<file path="src/rtl/cfg_spi_pkg.sv">
package cfg_spi_pkg;

    localparam int ADDR_W  = 13;
    localparam int BYTE_W  = 8;
    localparam int INSTR_W = 16;

    typedef enum logic [1:0] {
        PH_IDLE,
        PH_INSTR,
        PH_DATA,
        PH_DONE
    } phase_e;

    localparam logic [ADDR_W-1:0] A_CFG    = 13'h000;
    localparam logic [ADDR_W-1:0] A_CHIPID = 13'h008;
    localparam logic [ADDR_W-1:0] A_CHIPVR = 13'h009;
    localparam logic [ADDR_W-1:0] A_BEND   = 13'h010;
    localparam logic [ADDR_W-1:0] A_CLKDIV = 13'h072;
    localparam logic [ADDR_W-1:0] A_OMODE  = 13'h074;

    typedef struct packed {
        logic        lsb;
        logic        four;
        logic [1:0]  clkdiv;
        logic [2:0]  omode;
        logic [7:0]  bend;
    } regs_t;

    localparam regs_t REGS_DEFAULT = '{lsb: 1'b0, four: 1'b0, clkdiv: 2'd0,
                                       omode: 3'd0, bend: 8'hFF};

endpackage

</file>
<file path="src/rtl/spi_sync.sv">
module spi_sync #(
    parameter int               WIDTH   = 3,
    parameter int               STAGES  = 2,
    parameter logic [WIDTH-1:0] RST_VAL = '0
) (
    input  logic             clk,
    input  logic             rst_n,
    input  logic [WIDTH-1:0] din,
    output logic [WIDTH-1:0] dout
);
    logic [WIDTH-1:0] stg_d [STAGES];
    logic [WIDTH-1:0] stg_q [STAGES];

    always_comb begin
        stg_d[0] = din;
        for (int i = 1; i < STAGES; i++) begin
            stg_d[i] = stg_q[i-1];
        end
    end

    always_ff @(posedge clk or negedge rst_n) begin
        if (!rst_n) begin
            for (int i = 0; i < STAGES; i++) begin
                stg_q[i] <= RST_VAL;
            end
        end else begin
            stg_q <= stg_d;
        end
    end

    assign dout = stg_q[STAGES-1];
endmodule

</file>
<file path="src/rtl/spi_frame_engine.sv">
module spi_frame_engine
    import cfg_spi_pkg::*;
(
    input  logic              clk,
    input  logic              rst_n,
    input  logic              csn_s,
    input  logic              sclk_s,
    input  logic              sdio_s,
    input  logic              lsb_cfg,
    input  logic              four_cfg,
    input  logic [BYTE_W-1:0] bend,
    input  logic [BYTE_W-1:0] rd_data,
    output logic [ADDR_W-1:0] acc_addr,
    output logic              wr_en,
    output logic [BYTE_W-1:0] wr_data,
    output logic              out_bit,
    output logic              drive,
    output logic              four_act
);
    typedef struct packed {
        phase_e              phase;
        logic [3:0]          cnt;
        logic [INSTR_W-1:0]  sh;
        logic [ADDR_W-1:0]   addr;
        logic [1:0]          left;
        logic                stream;
        logic                rd;
        logic                lsb;
        logic                four;
        logic                sclk_p;
        logic                load_pend;
        logic                drive;
        logic                obit;
        logic [BYTE_W-1:0]   tx;
    } eng_t;

    eng_t q, d;
    logic rise, fall, last;
    logic [INSTR_W-1:0] sh_in;
    logic [BYTE_W-1:0]  byte_in, src;

    always_comb begin
        d       = q;
        wr_en   = 1'b0;
        wr_data = '0;
        rise    = sclk_s & ~q.sclk_p;
        fall    = ~sclk_s & q.sclk_p;
        d.sclk_p = sclk_s;
        sh_in   = q.lsb ? {sdio_s, q.sh[INSTR_W-1:1]} : {q.sh[INSTR_W-2:0], sdio_s};
        byte_in = q.lsb ? sh_in[INSTR_W-1:INSTR_W-BYTE_W] : sh_in[BYTE_W-1:0];
        last    = q.stream ? (q.addr == {{(ADDR_W-BYTE_W){1'b0}}, bend}) : (q.left == 2'd0);
        src     = q.load_pend ? rd_data : q.tx;

        if (csn_s) begin
            d.phase     = PH_IDLE;
            d.cnt       = '0;
            d.drive     = 1'b0;
            d.load_pend = 1'b0;
        end else if (q.phase == PH_IDLE) begin
            d.phase     = PH_INSTR;
            d.cnt       = '0;
            d.lsb       = lsb_cfg;
            d.four      = four_cfg;
            d.drive     = 1'b0;
            d.load_pend = 1'b0;
        end else begin
            if (rise && (q.phase == PH_INSTR || q.phase == PH_DATA)) begin
                d.sh  = sh_in;
                d.cnt = q.cnt + 4'd1;
                if (q.phase == PH_INSTR && q.cnt == 4'd15) begin
                    d.phase     = PH_DATA;
                    d.cnt       = '0;
                    d.rd        = sh_in[15];
                    d.left      = sh_in[14:13];
                    d.stream    = (sh_in[14:13] == 2'b11);
                    d.addr      = sh_in[ADDR_W-1:0];
                    d.load_pend = sh_in[15];
                end else if (q.phase == PH_DATA && q.cnt == 4'd7) begin
                    d.cnt = '0;
                    if (!q.rd) begin
                        wr_en   = 1'b1;
                        wr_data = byte_in;
                    end
                    if (last) begin
                        d.phase = PH_DONE;
                        d.drive = 1'b0;
                    end else begin
                        d.addr      = q.addr + 13'd1;
                        d.left      = q.left - 2'd1;
                        d.load_pend = q.rd;
                    end
                end
            end
            if (fall && q.phase == PH_DATA && q.rd) begin
                d.obit      = q.lsb ? src[0] : src[BYTE_W-1];
                d.tx        = q.lsb ? {1'b0, src[BYTE_W-1:1]} : {src[BYTE_W-2:0], 1'b0};
                d.load_pend = 1'b0;
                d.drive     = 1'b1;
            end
        end
    end

    always_ff @(posedge clk or negedge rst_n) begin
        if (!rst_n) begin
            q <= '{phase: PH_IDLE, default: '0};
        end else begin
            q <= d;
        end
    end

    assign acc_addr = q.addr;
    assign out_bit  = q.obit;
    assign drive    = q.drive;
    assign four_act = q.four;


    write_dir_chk: assert property (@(posedge clk) disable iff (!rst_n)
        wr_en |-> !q.rd);

    drive_read_chk: assert property (@(posedge clk) disable iff (!rst_n)
        q.drive |-> (q.rd && q.phase == PH_DATA));

    cs_release_chk: assert property (@(posedge clk) disable iff (!rst_n)
        csn_s |=> !q.drive);
endmodule

</file>
<file path="src/rtl/cfg_regfile.sv">
module cfg_regfile
    import cfg_spi_pkg::*;
#(
    parameter logic [BYTE_W-1:0] CHIP_ID  = 8'hA5,
    parameter logic [BYTE_W-1:0] CHIP_VER = 8'h01
) (
    input  logic              clk,
    input  logic              rst_n,
    input  logic [ADDR_W-1:0] addr,
    input  logic              wr_en,
    input  logic [BYTE_W-1:0] wr_data,
    input  logic              clkdiv_pin,
    output logic [BYTE_W-1:0] rd_data,
    output logic              lsb_cfg,
    output logic              four_cfg,
    output logic [BYTE_W-1:0] bend,
    output logic              clk_div2,
    output logic [2:0]        out_mode
);
    regs_t regs_q, regs_d;

    always_comb begin
        regs_d = regs_q;
        if (wr_en) begin
            case (addr)
                A_CFG: begin
                    if (wr_data[1]) begin
                        regs_d = REGS_DEFAULT;
                    end else begin
                        regs_d.lsb  = wr_data[0];
                        regs_d.four = wr_data[2];
                    end
                end
                A_BEND:   regs_d.bend   = wr_data;
                A_CLKDIV: regs_d.clkdiv = wr_data[1:0];
                A_OMODE: begin
                    if (wr_data[2:0] inside {3'b000, 3'b001, 3'b010, 3'b100}) begin
                        regs_d.omode = wr_data[2:0];
                    end
                end
                default: ;
            endcase
        end
    end

    always_comb begin
        case (addr)
            A_CFG:    rd_data = {5'b0, regs_q.four, 1'b0, regs_q.lsb};
            A_CHIPID: rd_data = CHIP_ID;
            A_CHIPVR: rd_data = CHIP_VER;
            A_BEND:   rd_data = regs_q.bend;
            A_CLKDIV: rd_data = {6'b0, regs_q.clkdiv};
            A_OMODE:  rd_data = {5'b0, regs_q.omode};
            default:  rd_data = '0;
        endcase
    end

    always_comb begin
        case (regs_q.clkdiv)
            2'd1:    clk_div2 = 1'b0;
            2'd2:    clk_div2 = 1'b1;
            default: clk_div2 = clkdiv_pin;
        endcase
    end

    always_ff @(posedge clk or negedge rst_n) begin
        if (!rst_n) begin
            regs_q <= REGS_DEFAULT;
        end else begin
            regs_q <= regs_d;
        end
    end

    assign lsb_cfg  = regs_q.lsb;
    assign four_cfg = regs_q.four;
    assign bend     = regs_q.bend;
    assign out_mode = regs_q.omode;


    omode_legal_chk: assert property (@(posedge clk) disable iff (!rst_n)
        regs_q.omode inside {3'b000, 3'b001, 3'b010, 3'b100});

    soft_reset_chk: assert property (@(posedge clk) disable iff (!rst_n)
        (wr_en && addr == A_CFG && wr_data[1]) |=> (regs_q == REGS_DEFAULT));

    readonly_chk: assert property (@(posedge clk) disable iff (!rst_n)
        (wr_en && (addr == A_CHIPID || addr == A_CHIPVR)) |=> $stable(regs_q));
endmodule

</file>
<file path="src/rtl/cfg_spi_slave.sv">
module cfg_spi_slave
    import cfg_spi_pkg::*;
#(
    parameter int                SYNC_STAGES = 2,
    parameter logic [BYTE_W-1:0] CHIP_ID     = 8'hA5,
    parameter logic [BYTE_W-1:0] CHIP_VER    = 8'h01
) (
    input  logic       clk,
    input  logic       rst_n,
    input  logic       spi_csn,
    input  logic       spi_sclk,
    input  logic       sdio_in,
    output logic       sdio_out,
    output logic       sdio_oe,
    output logic       sdo_out,
    output logic       sdo_oe,
    input  logic       clkdiv_pin,
    output logic       clk_div2,
    output logic [2:0] out_mode
);
    logic [2:0]        sync_out;
    logic [ADDR_W-1:0] acc_addr;
    logic              wr_en, lsb_cfg, four_cfg, out_bit, drive, four_act;
    logic [BYTE_W-1:0] wr_data, rd_data, bend;

    spi_sync #(.WIDTH(3), .STAGES(SYNC_STAGES), .RST_VAL(3'b100)) i_sync (
        .clk  (clk),
        .rst_n(rst_n),
        .din  ({spi_csn, spi_sclk, sdio_in}),
        .dout (sync_out)
    );

    spi_frame_engine i_engine (
        .clk     (clk),
        .rst_n   (rst_n),
        .csn_s   (sync_out[2]),
        .sclk_s  (sync_out[1]),
        .sdio_s  (sync_out[0]),
        .lsb_cfg (lsb_cfg),
        .four_cfg(four_cfg),
        .bend    (bend),
        .rd_data (rd_data),
        .acc_addr(acc_addr),
        .wr_en   (wr_en),
        .wr_data (wr_data),
        .out_bit (out_bit),
        .drive   (drive),
        .four_act(four_act)
    );

    cfg_regfile #(.CHIP_ID(CHIP_ID), .CHIP_VER(CHIP_VER)) i_regs (
        .clk       (clk),
        .rst_n     (rst_n),
        .addr      (acc_addr),
        .wr_en     (wr_en),
        .wr_data   (wr_data),
        .clkdiv_pin(clkdiv_pin),
        .rd_data   (rd_data),
        .lsb_cfg   (lsb_cfg),
        .four_cfg  (four_cfg),
        .bend      (bend),
        .clk_div2  (clk_div2),
        .out_mode  (out_mode)
    );

    assign sdio_out = out_bit;
    assign sdo_out  = out_bit;
    assign sdio_oe  = drive & ~four_act;
    assign sdo_oe   = drive & four_act;


    single_driver_chk: assert property (@(posedge clk) disable iff (!rst_n)
        !(sdio_oe && sdo_oe));
endmodule

</file>
<file path="config.mk">
export PLATFORM = sky130hd
export DESIGN_NAME = cfg_spi_slave
export DESIGN_NICKNAME = d
export VERILOG_FILES = /design/src/rtl/cfg_spi_pkg.sv /design/src/rtl/spi_sync.sv /design/src/rtl/spi_frame_engine.sv /design/src/rtl/cfg_regfile.sv /design/src/rtl/cfg_spi_slave.sv
export SDC_FILE = /design/constraint.sdc
export NUM_CORES = 1
export LEC_CHECK = 0
export ABC_CLOCK_PERIOD_IN_PS = 3000
export BUFFER_PORTS_ARGS = -buffer_cell sky130_fd_sc_hd__buf_2
export CORE_ASPECT_RATIO = 1.25
export CORE_MARGIN = 2
export CORE_UTILIZATION = 30
export DETAILED_ROUTE_END_ITERATION = 16
export GPL_TIMING_DRIVEN = 0
export RECOVER_POWER = 25
export SYNTH_ARGS = -nofsm -noshare
export SYNTH_HDL_FRONTEND = slang
export SYNTH_HIERARCHICAL = 1
export SYNTH_SLANG_ARGS = --single-unit
export TNS_END_PERCENT = 5
</file>
<file path="constraint.sdc">
create_clock -name clk -period 3 [get_ports clk]
set_input_delay 0.15 -clock clk [delete_from_list [all_inputs] [get_ports clk]]
set_output_delay 0.15 -clock clk [all_outputs]
set_load 0.005 [all_outputs]
</file>
==> flow_summary.toml <==
[sta]
finClkSkew_ns = 0.00989
finalHoldViolCount = 0
relSlewSlack_pct = -13.7
worstMarginPinSlew_ns = 1.71
finalSetupViolCount = 0
period_needed_ns = 2.84
finalCritPeriodShare_pct = 94.6
slew_viol_final = 69
clock.fmax_mhz = 352
grt_setup_unrepaired = "false"

[placed_design]
port_buffers = 13
dp_hpwl_mm = 8.43
gp_congestion = 0.857
placed_cells = 665

[floorplanning]
die_width_um = 114
die_h_um = 142
core_um2 = 14900
initial_core_util_pct = 30.5
fp-row-count = 50
dieArea_um2 = 16200
top_level_ports = 14

[yosys]
synth-async-reset-ratio_pct = 100
synth_seq_area_share_pct = 41.0
synth_ff_type = "dfrtp_1"
yosysUniqueCellTypes = 71
synthTopCellsByArea = "dfrtp_1, mux2i_1, dfstp_2, buf_4, nand2_1"
synth.net_count = 482
synth_area_um2 = 4550
syn-mean-instance-area_um2 = 9.69
synth_edf_count = 0
postSynthCellCount = 469
ys_warn_count = 6
synth-seq-cells = 74
synth_top_cell_area_share_pct = 35.2
yosys.area.top_type = "dfrtp_1"

[cts]
path_clk_slew_ns = 0.06
post_cts_buffers = 0
insertion_delay_ns = 0.34
clock_sinks = 74
htree_levels = 3
cts_buffer_depth = 2
cts_tree = "yes"
cts-root-buf = "clkbuf_16"
cts_buffers = 9

[run_status]
status = "finished, violations left"
violations = "max-capacitance violations, max-slew violations"

[setup_path]
crit_path_max_incr_delay_ns = 0.59
end_kind = "register"
critical_path_required_ns = 3.22
ff2ff_path_depth = 10
r2r-end = "i_regs/out_mode[2]"
ff2ff_setup_slack_ns = 0.16
worstPathCellList = "inv_1 -> ha_1 -> and3b_2 -> nand2_2 -> or4_4 -> nor2_2 -> a21oi_1 -> o211ai_1 -> a211oi_2 -> mux2_2"
cp_max_fo = 9
setup.worst_path.class = "reg -> reg"
worst_path_max_delay_cell = "or4_4"
arrival_ns = 3.06
timing.rr.start = "i_engine/q[51]"
cp-start-kind = "register"

[grt]
globalRouteOverflowTotal = 0
track_usage_pct = 14.7
grt_pass1_wl_mm = 18.9
grt_pass1_vias = 3656
antenna_found_initial = 0
grt_start_max_net_pins = 69

[finish]
final_core_util_pct = 35.2
num_antenna_cells = 0
fill_cells = 1480
num-nets-final = 510
syn_to_final_growth_pct = 15.4
final_cells = 684
final_layout_size_suffix_gt1_share_pct = 24.1

[route]
vias_per_cell = 5.25
drc = 0
vias = 3590
ant_nets = 0
routed_wl_mm = 11.4
drtPass1Iterations = 4
drt_iter0_drc = 351
post_drt_wl_per_cell_um = 16.6

[power]
power_density_nw_per_um2 = 446
power.total_mw = 2.34
power.leakage_nw = 2.14
ir_drop_v = 0.000298

[worst_hold_path]
hp-class = "in -> async"

[job]
cap_violations = 1
## power breakdown
group / internal, mW / total (mW) / switching, mW
clock: 0.778 / 1.21 / 0.431
sequential: 1.02 / 1.05 / 0.0231
combinational: 0.0297 / 0.0844 / 0.0547
## cells in the mapped netlist, types with 3 or more instances
cell type,n
a211oi_1,3
a21oi_1,24
a221o_1,5
a22o_1,3
and2_1,7
and3_1,6
and3_4,3
buf_4,27
buf_6,3
clkbuf_1,13
dfrtp_1,64
dfstp_2,10
ha_1,7
inv_1,11
mux2_2,13
mux2i_1,28
nand2_1,51
nand2b_1,5
nand3_1,11
nand4_1,5
nand4b_1,3
nor2_1,38
nor2_2,3
nor2b_1,6
nor3_1,7
nor4_1,4
nor4_4,3
o21ai_0,33
o22a_1,8
o31ai_1,4
xnor2_1,6
xor2_1,3
## critical path: cells and delay by family (launching register included)
kind / cells / cell delay, ns
flops: 1 / 0.37
compound gates: 3 / 0.40
simple gates: 4 / 1.31
mux: 1 / 0.28
fa+ha+maj: 1 / 0.29
buf+inv: 1 / 0.07
## what timing repair did
item	CTS	global route
endpoints found under the setup margin	10	11
pin swaps	1	1
resized for setup	5	6
endpoints found under the hold margin	67	0
hold buffers	4	0
## flip-flops by register name (all words and copies together), names as in the netlist
| register | flops |
|---|---|
| i_engine/q | 37 |
| i_engine/acc_addr | 13 |
| i_regs/bend | 8 |
| i_regs/out_mode | 3 |
| i_sync/dout | 3 |
| i_sync/stg_d | 3 |
| i_regs/regs_q | 2 |
| i_engine/drive | 1 |
| i_engine/four_act | 1 |
| i_engine/out_bit | 1 |
| i_regs/four_cfg | 1 |
| i_regs/lsb_cfg | 1 |
## cell type report
cell class | count | area [µm²] | area share [%]
Multi-Input combinational cell | 339 | 2370 | 45.2
Sequential cell | 74 | 1860 | 35.5
Buffer | 44 | 292 | 5.56
Clock buffer | 11 | 253 | 4.82
Tap cell | 182 | 228 | 4.34
Timing Repair Buffer | 18 | 109 | 2.07
Clock inverter | 5 | 86.3 | 1.65
Inverter | 11 | 41.3 | 0.787
## logic make-up after synthesis
group                      after synthesis  share of synthesized area [%]
buffers and inverters                   56                           7.35
AOI/OAI and AO/OA                      103                           15.7
adders and majority gates                7                           1.93
muxes                                   43                           9.88
xor gates and xnor gates                 9                           1.73
DFF                                     74                           41.0
and+or+nand+nor                        177                           22.4
## worst max-delay path by stage
stage,startpoint,endpoint,cells after the start
floorplan,i_engine/q[51],i_regs/out_mode[0],11
global placement,i_engine/q[51],i_regs/out_mode[2],11
detailed placement,i_engine/q[51],i_regs/out_mode[0],11
CTS,i_engine/q[51],i_regs/out_mode[2],10
global route,i_engine/q[51],i_regs/out_mode[0],10
finish,i_engine/q[51],i_regs/out_mode[2],10
## per-layer routing
metal	routed length (µm)	track usage, %	part of all wire (%)	up-vias
li1	-	-	-	1726
met1	4920	18.5	43	1769
met2	5760	24.7	51	67
met3	306	1.20	2.7	28
met4	369	8.60	3.3	0
met5	0	0	0	-
## layout by cell type (no fill, tap or decap), drive strengths merged, types with 12 or more instances in the layout
| master | n |
|---|---|
| clkbuf | 25 |
| o21ai | 34 |
| a21oi | 24 |
| dfrtp | 64 |
| nor2 | 41 |
| buf | 44 |
| nand3 | 12 |
| nand2 | 52 |
| mux2 | 15 |
| mux2i | 28 |
## metrics by stage
stage                     setup TNS (ns)  instance area [µm²]  hold slack [ns]  setup WS, ns
after detailed placement          -0.906                 4870          -0.0168        -0.251
after CTS                              0                 5260            0.166        0.0382
after global routing                   0                 5250            0.259        0.0105
final                                  0                 5250            0.245         0.161
after floorplan                        0                 4550           -0.146         0.277
after global placement             -1.00                 4840            0.255        -0.271
Power figures use the tool's default switching activity.
